--- config.mk ---
export PLATFORM = sky130hd
export DESIGN_NAME = ptp_event_classifier
export DESIGN_NICKNAME = d
export VERILOG_FILES = /design/src/rtl/ptpc_pkg.sv /design/src/rtl/ptpc_offset_counter.sv /design/src/rtl/ptpc_field_capture.sv /design/src/rtl/ptpc_decide.sv /design/src/rtl/ptp_event_classifier.sv
export SDC_FILE = /design/constraint.sdc
export NUM_CORES = 1
export LEC_CHECK = 0
export ABC_AREA = 1
export CAP_MARGIN = 5
export CORE_AREA = 4 4 113 115
export DETAILED_ROUTE_END_ITERATION = 6
export DIE_AREA = 0 0 117 119
export DONT_BUFFER_PORTS = 1
export PLACE_DENSITY_LB_ADDON = 0.15
export SYNTH_ARGS = -nofsm -noshare
export SYNTH_HDL_FRONTEND = slang
export SYNTH_SLANG_ARGS = --single-unit
--- constraint.sdc ---
create_clock -name clk -period 5 [get_ports clk]
set_clock_uncertainty 0.15 [all_clocks]
set_input_delay 0.75 -clock clk [delete_from_list [all_inputs] [get_ports clk]]
set_output_delay 0.75 -clock clk [all_outputs]
set_load 0.1 [all_outputs]
--- src/rtl/ptpc_pkg.sv ---
// Package: shared constants and the class encoding for the PTP event classifier.
// Assumes: offsets are counted from the first byte of the IPv4 header.
package ptpc_pkg;
    typedef enum logic [1:0] {
        CLS_SYNC     = 2'd0,
        CLS_DLY_REQ  = 2'd1,
        CLS_PDLY_REQ = 2'd2,
        CLS_PDLY_RSP = 2'd3
    } ptp_class_e;

    localparam int OFF_PROTO    = 9;
    localparam int OFF_SPORT_HI = 20;
    localparam int OFF_SPORT_LO = 21;
    localparam int OFF_MSGTYPE  = 28;
    localparam int OFF_SEQ_HI   = 58;
    localparam int OFF_SEQ_LO   = 59;
    localparam int OFF_CTRL     = 60;

    localparam logic [7:0]  UDP_PROTO  = 8'h11;
    localparam logic [15:0] EVENT_PORT = 16'd319;
    localparam logic [7:0]  CTRL_SYNC  = 8'd0;
    localparam logic [7:0]  CTRL_DLY   = 8'd1;
    localparam logic [7:0]  CTRL_OTHER = 8'd5;
    localparam logic [3:0]  MT_PREQ    = 4'd2;
    localparam logic [3:0]  MT_PRSP    = 4'd3;
endpackage

--- src/rtl/ptpc_offset_counter.sv ---
// Offset counter: gives the offset of the current byte within its frame.
// Assumes: in_sop marks offset 0. The count saturates at its maximum, so long frames stay at the top value.
module ptpc_offset_counter #(
    parameter int OW = 8
) (
    input  logic          clk,
    input  logic          rst_n,
    input  logic          in_valid,
    input  logic          in_sop,
    output logic [OW-1:0] cur_off
);
    localparam logic [OW-1:0] OFF_MAX = '1;

    logic [OW-1:0] cnt_q;

    // Current byte offset: zero on the start byte, otherwise the stored next offset.
    always_comb cur_off = in_sop ? '0 : cnt_q;

    // Move to the next offset on each accepted byte, saturating at the top.
    always_ff @(posedge clk) begin
        if (!rst_n)
            cnt_q <= '0;
        else if (in_valid)
            cnt_q <= (cur_off == OFF_MAX) ? OFF_MAX : cur_off + 1'b1;
    end

    // An idle cycle must not move the offset.
    assert_idle_holds_offset_R12: assert property (@(posedge clk) disable iff (!rst_n)
        !in_valid |=> $stable(cnt_q));

    // A start byte makes the next offset 1.
    assert_sop_restarts_R2: assert property (@(posedge clk) disable iff (!rst_n)
        (in_valid && in_sop) |=> (cnt_q == OW'(1)));
endmodule

--- src/rtl/ptpc_field_capture.sv ---
// Field capture: latches the header and payload bytes that the decision needs.
// It also gives a bypassed view in which the control byte, its seen flag and the
// length already include the byte on the input this cycle.
// Assumes: a well-formed stream with in_sop on the first byte of each frame.
module ptpc_field_capture #(
    parameter int OW = 8,
    parameter int LW = 16
) (
    input  logic          clk,
    input  logic          rst_n,
    input  logic          in_valid,
    input  logic          in_sop,
    input  logic [7:0]    in_data,
    input  logic [LW-1:0] in_len,
    input  logic [OW-1:0] cur_off,
    output logic [7:0]    f_proto,
    output logic [15:0]   f_sport,
    output logic [3:0]    f_mtype,
    output logic [15:0]   f_seq,
    output logic [7:0]    f_ctrl,
    output logic          f_ctrl_seen,
    output logic [LW-1:0] f_len
);
    import ptpc_pkg::*;

    localparam logic [OW-1:0] L_PROTO = OW'(OFF_PROTO);
    localparam logic [OW-1:0] L_SPHI  = OW'(OFF_SPORT_HI);
    localparam logic [OW-1:0] L_SPLO  = OW'(OFF_SPORT_LO);
    localparam logic [OW-1:0] L_MT    = OW'(OFF_MSGTYPE);
    localparam logic [OW-1:0] L_SQHI  = OW'(OFF_SEQ_HI);
    localparam logic [OW-1:0] L_SQLO  = OW'(OFF_SEQ_LO);
    localparam logic [OW-1:0] L_CTRL  = OW'(OFF_CTRL);

    logic [7:0]    proto_q;
    logic [15:0]   sport_q;
    logic [3:0]    mtype_q;
    logic [15:0]   seq_q;
    logic [7:0]    ctrl_q;
    logic          seen_q;
    logic [LW-1:0] len_q;
    logic          hit_ctrl;
    logic          take_sop;

    // Byte strobes for the current byte.
    always_comb begin
        hit_ctrl = in_valid && (cur_off == L_CTRL);
        take_sop = in_valid && in_sop;
    end

    // Store each field when its offset goes past; a new frame clears the control-seen flag.
    always_ff @(posedge clk) begin
        if (!rst_n) begin
            proto_q <= '0;
            sport_q <= '0;
            mtype_q <= '0;
            seq_q   <= '0;
            ctrl_q  <= '0;
            seen_q  <= 1'b0;
            len_q   <= '0;
        end else if (in_valid) begin
            if (in_sop) begin
                len_q  <= in_len;
                seen_q <= 1'b0;
            end
            if (cur_off == L_PROTO) proto_q       <= in_data;
            if (cur_off == L_SPHI)  sport_q[15:8] <= in_data;
            if (cur_off == L_SPLO)  sport_q[7:0]  <= in_data;
            if (cur_off == L_MT)    mtype_q       <= in_data[3:0];
            if (cur_off == L_SQHI)  seq_q[15:8]   <= in_data;
            if (cur_off == L_SQLO)  seq_q[7:0]    <= in_data;
            if (cur_off == L_CTRL) begin
                ctrl_q <= in_data;
                seen_q <= 1'b1;
            end
        end
    end

    // Bypassed view: the end byte itself may be the control byte.
    always_comb begin
        f_proto     = proto_q;
        f_sport     = sport_q;
        f_mtype     = mtype_q;
        f_seq       = seq_q;
        f_ctrl      = hit_ctrl ? in_data : ctrl_q;
        f_ctrl_seen = hit_ctrl || (seen_q && !take_sop);
        f_len       = take_sop ? in_len : len_q;
    end

    // The start byte is never the control byte, so the flag is clear after it.
    assert_sop_clears_seen_R10: assert property (@(posedge clk) disable iff (!rst_n)
        take_sop |=> !seen_q);
endmodule

--- src/rtl/ptpc_decide.sv ---
// Decision: combinational checks on the captured fields. Produces match, class
// and sequence ID. Class and sequence are zero when there is no match.
// Assumes: field inputs already include the current byte where needed.
module ptpc_decide #(
    parameter int LW      = 16,
    parameter int MIN_LEN = 44
) (
    input  logic [7:0]    f_proto,
    input  logic [15:0]   f_sport,
    input  logic [3:0]    f_mtype,
    input  logic [15:0]   f_seq,
    input  logic [7:0]    f_ctrl,
    input  logic          f_ctrl_seen,
    input  logic [LW-1:0] f_len,
    output logic          d_match,
    output logic [1:0]    d_class,
    output logic [15:0]   d_seq
);
    import ptpc_pkg::*;

    localparam logic [LW-1:0] LEN_FLOOR = LW'(MIN_LEN);

    ptp_class_e cls_c;
    logic       cls_ok;
    logic       hdr_ok;

    // Map the control byte, falling back to the message-type nibble.
    always_comb begin
        cls_c  = CLS_SYNC;
        cls_ok = 1'b0;
        case (f_ctrl)
            CTRL_SYNC: begin cls_c = CLS_SYNC;    cls_ok = 1'b1; end
            CTRL_DLY:  begin cls_c = CLS_DLY_REQ; cls_ok = 1'b1; end
            CTRL_OTHER: begin
                if (f_mtype == MT_PREQ) begin
                    cls_c = CLS_PDLY_REQ; cls_ok = 1'b1;
                end else if (f_mtype == MT_PRSP) begin
                    cls_c = CLS_PDLY_RSP; cls_ok = 1'b1;
                end
            end
            default: cls_ok = 1'b0;
        endcase
    end

    // Header gates, then the final result with zeroed fields on no match.
    always_comb begin
        hdr_ok  = (f_len > LEN_FLOOR) && (f_proto == UDP_PROTO) &&
                  (f_sport == EVENT_PORT) && f_ctrl_seen;
        d_match = hdr_ok && cls_ok;
        d_class = d_match ? cls_c : 2'd0;
        d_seq   = d_match ? f_seq : 16'd0;
    end
endmodule

--- src/rtl/ptp_event_classifier.sv ---
// Top: classifies a streamed IPv4 packet as a PTP event message and registers a
// one-cycle result after the end byte.
// Assumes: byte stream starting at the IP header; well-formed start and end markers.
module ptp_event_classifier #(
    parameter int OW      = 8,
    parameter int LW      = 16,
    parameter int MIN_LEN = 44
) (
    input  logic          clk,
    input  logic          rst_n,
    input  logic          in_valid,
    input  logic          in_sop,
    input  logic          in_eop,
    input  logic [7:0]    in_data,
    input  logic [LW-1:0] in_len,
    output logic          res_valid,
    output logic          res_match,
    output logic [1:0]    res_class,
    output logic [15:0]   res_seq
);
    logic [OW-1:0] cur_off;
    logic [7:0]    f_proto;
    logic [15:0]   f_sport;
    logic [3:0]    f_mtype;
    logic [15:0]   f_seq;
    logic [7:0]    f_ctrl;
    logic          f_ctrl_seen;
    logic [LW-1:0] f_len;
    logic          d_match;
    logic [1:0]    d_class;
    logic [15:0]   d_seq;
    logic          take_eop;

    ptpc_offset_counter #(.OW(OW)) u_off (
        .clk(clk), .rst_n(rst_n), .in_valid(in_valid), .in_sop(in_sop), .cur_off(cur_off)
    );

    ptpc_field_capture #(.OW(OW), .LW(LW)) u_cap (
        .clk(clk), .rst_n(rst_n), .in_valid(in_valid), .in_sop(in_sop),
        .in_data(in_data), .in_len(in_len), .cur_off(cur_off),
        .f_proto(f_proto), .f_sport(f_sport), .f_mtype(f_mtype), .f_seq(f_seq),
        .f_ctrl(f_ctrl), .f_ctrl_seen(f_ctrl_seen), .f_len(f_len)
    );

    ptpc_decide #(.LW(LW), .MIN_LEN(MIN_LEN)) u_dec (
        .f_proto(f_proto), .f_sport(f_sport), .f_mtype(f_mtype), .f_seq(f_seq),
        .f_ctrl(f_ctrl), .f_ctrl_seen(f_ctrl_seen), .f_len(f_len),
        .d_match(d_match), .d_class(d_class), .d_seq(d_seq)
    );

    // End-of-frame strobe.
    always_comb take_eop = in_valid && in_eop;

    // Register the result for one cycle after the end byte, and zero it otherwise.
    always_ff @(posedge clk) begin
        if (!rst_n || !take_eop) begin
            res_valid <= 1'b0;
            res_match <= 1'b0;
            res_class <= 2'd0;
            res_seq   <= 16'd0;
        end else begin
            res_valid <= 1'b1;
            res_match <= d_match;
            res_class <= d_class;
            res_seq   <= d_seq;
        end
    end

    // A result appears after each end byte.
    assert_result_after_eop_R2: assert property (@(posedge clk) disable iff (!rst_n)
        take_eop |=> res_valid);

    // No result without an end byte in the previous cycle.
    assert_result_one_cycle_R2: assert property (@(posedge clk) disable iff (!rst_n)
        !take_eop |=> !res_valid);

    // Outputs are quiet between results.
    assert_quiet_when_idle_R11: assert property (@(posedge clk) disable iff (!rst_n)
        !res_valid |-> (!res_match && res_class == 2'd0 && res_seq == 16'd0));

    // A non-matching result carries zero fields.
    assert_nomatch_zero_R11: assert property (@(posedge clk) disable iff (!rst_n)
        (res_valid && !res_match) |-> (res_class == 2'd0 && res_seq == 16'd0));
endmodule

==> flow_metrics.tcl <==
set metrics [dict create \
    worstSkewPairLatency_ns 0.35 \
    cts_resized 0 \
    ys_seq_area_frac 0.481 \
    hpwl_mm 6.23 \
    postCtsHoldBufs 0 \
    insertedDiodeCount 0 \
    drtIter0Drc 194 \
    grt_pass1_vias 2850 \
    path_class "input pin to flop" \
    core_area_um2 11800 \
    cp-end-kind "flop" \
    ff2ff_setup_slack_ns 2.50 \
    relSlewSlack 0.371 \
    fp.dieH_um 119 \
    max_cap_viol_count 0 \
    grt_use_total 0.133 \
    fin_tns_setup_ns 0 \
    synth_seq_cells 97 \
    drc_errors 0 \
    drive_gt1_frac 0.102 \
    netlist_area_um2 4040 \
    synth_edf_count 0 \
    drt-total-wl_mm 8.91 \
    syn_area_per_cell_um2 8.11 \
    yosysTopAreaCellShare 0.481 \
    htreeDepth 3 \
    hold_violations 0 \
    row_count 40 \
    power.leakage_nw 1.78 \
    numCtsBuffers 9 \
    worstHoldPathType "flop to flop" \
    dr_total_vias 3074 \
    dieArea_um2 13900 \
    rsz0062_at_grt "false" \
    worstPathRequired_ns 5.12 \
    fin_nets 520 \
    postRouteAntennaNets 0 \
    wl_per_cell_um 13.9 \
    ys_top_cells_by_area "dfxtp_1 48%, nand2_1 7.3%, a21oi_1 6.3%" \
    place_congestion 0.765 \
    ys_warn_count 0 \
    synth_top_cell_by_area "dfxtp_1" \
    cts_root_buf "clkbuf_16" \
    start_util 0.342 \
    final_util 0.371 \
    power.density_nw_per_um2 347 \
    yosysMostFrequentCell "dfxtp_1" \
    grt.overflow.total 0 \
    io_pins 49 \
    dr.pass1.iters 4 \
    crit_arrival_ns 2.66 \
    report.final.slew_viol_count 0 \
    synthTopCellsByCount "97 x dfxtp_1, 79 x nand2_1, 57 x inv_1, 51 x a21oi_1, 47 x nor2_1" \
    startpoint_type "input pin" \
    synthArstFlopShare 0 \
    status "finished, final reports clean" \
    syn_to_final_growth_pct 8.43 \
    cts.sinks 97 \
    grt_start_max_net_pins 41 \
    synthFlopType "dfxtp_1" \
    cp_max_fo 17 \
    finalCritPeriodShare 0.508 \
    syn_inst 498 \
    setup_violations 0 \
    numPortBuffers 0 \
    fmax_mhz 394 \
    finalCriticalPeriod_ns 2.54 \
    tightest_slew_ns 0.942 \
    avgViaCountPerCell 4.81 \
    cts_tree "yes" \
    grt_pass1_wl_mm 14.3 \
    clockBufferDepth 2 \
    ys_types 37 \
    clk_pin_slew_ns 0.07 \
    synth_nets 531 \
    fp.dieW_um 117 \
    grt_antenna_before_repair 0 \
    ir_drop_uv 169 \
    postCtsSetupBuffers 0 \
]
[kinds of logic (layout without fill, tap and decap cells)]
logic type	count (synthesis)	after routing	share of synthesized area
compound gates	125	125	0.187
fa+ha+maj	4	4	0.0124
xor+xnor	5	5	0.0108
flops	97	97	0.481
simple gates	185	185	0.218
buf+inv	82	76	0.0911
[metal layers]
metal / part of all wire / vias to the layer above / global-route usage
met5: 0 / - / 0
met4: 0.013 / 0 / 0.0452
met3: 0.054 / 8 / 0.0473
met2: 0.43 / 58 / 0.197
met1: 0.50 / 1403 / 0.178
li1: - / 1605 / -
[layout by cell type, fill, tap and decap left out, types with 2 or more instances in the layout]
cell type   Yosys  final
dfxtp_1        97     97
nand2_1        79     79
inv_1          57     57
a21oi_1        51     51
nor2_1         47     47
o21ai_0        40     40
nand3_1        27     27
a21boi_2       10     10
a211oi_1        9      9
clkbuf_16       0      9
nand4_1         6      6
a21boi_0        6      6
nor3_1          5      5
or2_2           4      4
nand2_4         4      4
a221oi_1        4      4
ha_1            4      4
nand2_2         3      3
xor2_1          3      3
inv_8           1      2
nand3_2         2      2
nor2_4          2      2
nor2_2          2      2
xnor2_1         2      2
clkinvlp_4      0      2
[power breakdown]
| part | total [W] | switching [W] | internal [W] |
|---|---|---|---|
| logic | 0.0000642 | 0.0000430 | 0.0000212 |
| clock network | 0.000668 | 0.000312 | 0.000356 |
| registers | 0.000790 | 0.00000664 | 0.000783 |
[sequential cells by signal (all words and copies together) (netlist names)]
register / cells
u_cap.len_q: 16
res_class: 2
u_cap.f_mtype: 4
res_match: 1
u_cap.f_seq: 16
u_cap.f_sport: 16
u_cap.f_proto: 8
res_valid: 1
u_cap.seen_q: 1
u_off.cnt_q: 8
u_cap.ctrl_q: 8
res_seq: 16
[cell type report]
class                      count  area (um^2)
clock buffer                  10          239
clock inverter                 6         48.8
fill                        1265         7430
inverter                      59          229
multi-input combinational    319         1730
sequential                    97         1940
tap                          147          184
timing repair buffer           1         7.51
[path summary, 6_finish.rpt]
| path | end | startpoint | cells after the start |
|---|---|---|---|
| worst max-delay path | res_seq[3]$_SDFF_PP0_ | in_sop | 12 |
| worst min-delay path | u_cap.f_sport[8]$_SDFFE_PN0P_ | u_cap.f_sport[8]$_SDFFE_PN0P_ | 2 |
| worst max register to register | res_seq[3]$_SDFF_PP0_ | u_off.cnt_q[0]$_SDFFE_PN0P_ | 13 |
| worst min register to register | u_cap.f_sport[8]$_SDFFE_PN0P_ | u_cap.f_sport[8]$_SDFFE_PN0P_ | 2 |
[worst max-delay path, stage by stage]
cell	delay, ns
nor2_1	0.22
inv_1	0.11
ha_1	0.22
nand2_1	0.10
nor2_4	0.08
nand2_4	0.16
nand2_1	0.06
o21ai_1	0.12
nand3_1	0.11
nor2_2	0.15
nand2_2	0.28
a21boi_0	0.28
[through the flow]
stage                     hold WS [ns]  cells  cell area [um^2]  total power (W)  setup WS, ns
after floorplan                  0.274    498              4040         0.000867          2.16
after global placement           0.282    623              4090         0.000872          2.21
after detailed placement         0.288    623              4090         0.000873          2.10
after CTS                        0.299    639              4380          0.00155          2.47
after global routing             0.323    639              4380          0.00159          2.18
final                            0.295    639              4380          0.00152          2.46
No activity file was read; power rests on OpenSTA's default activity.
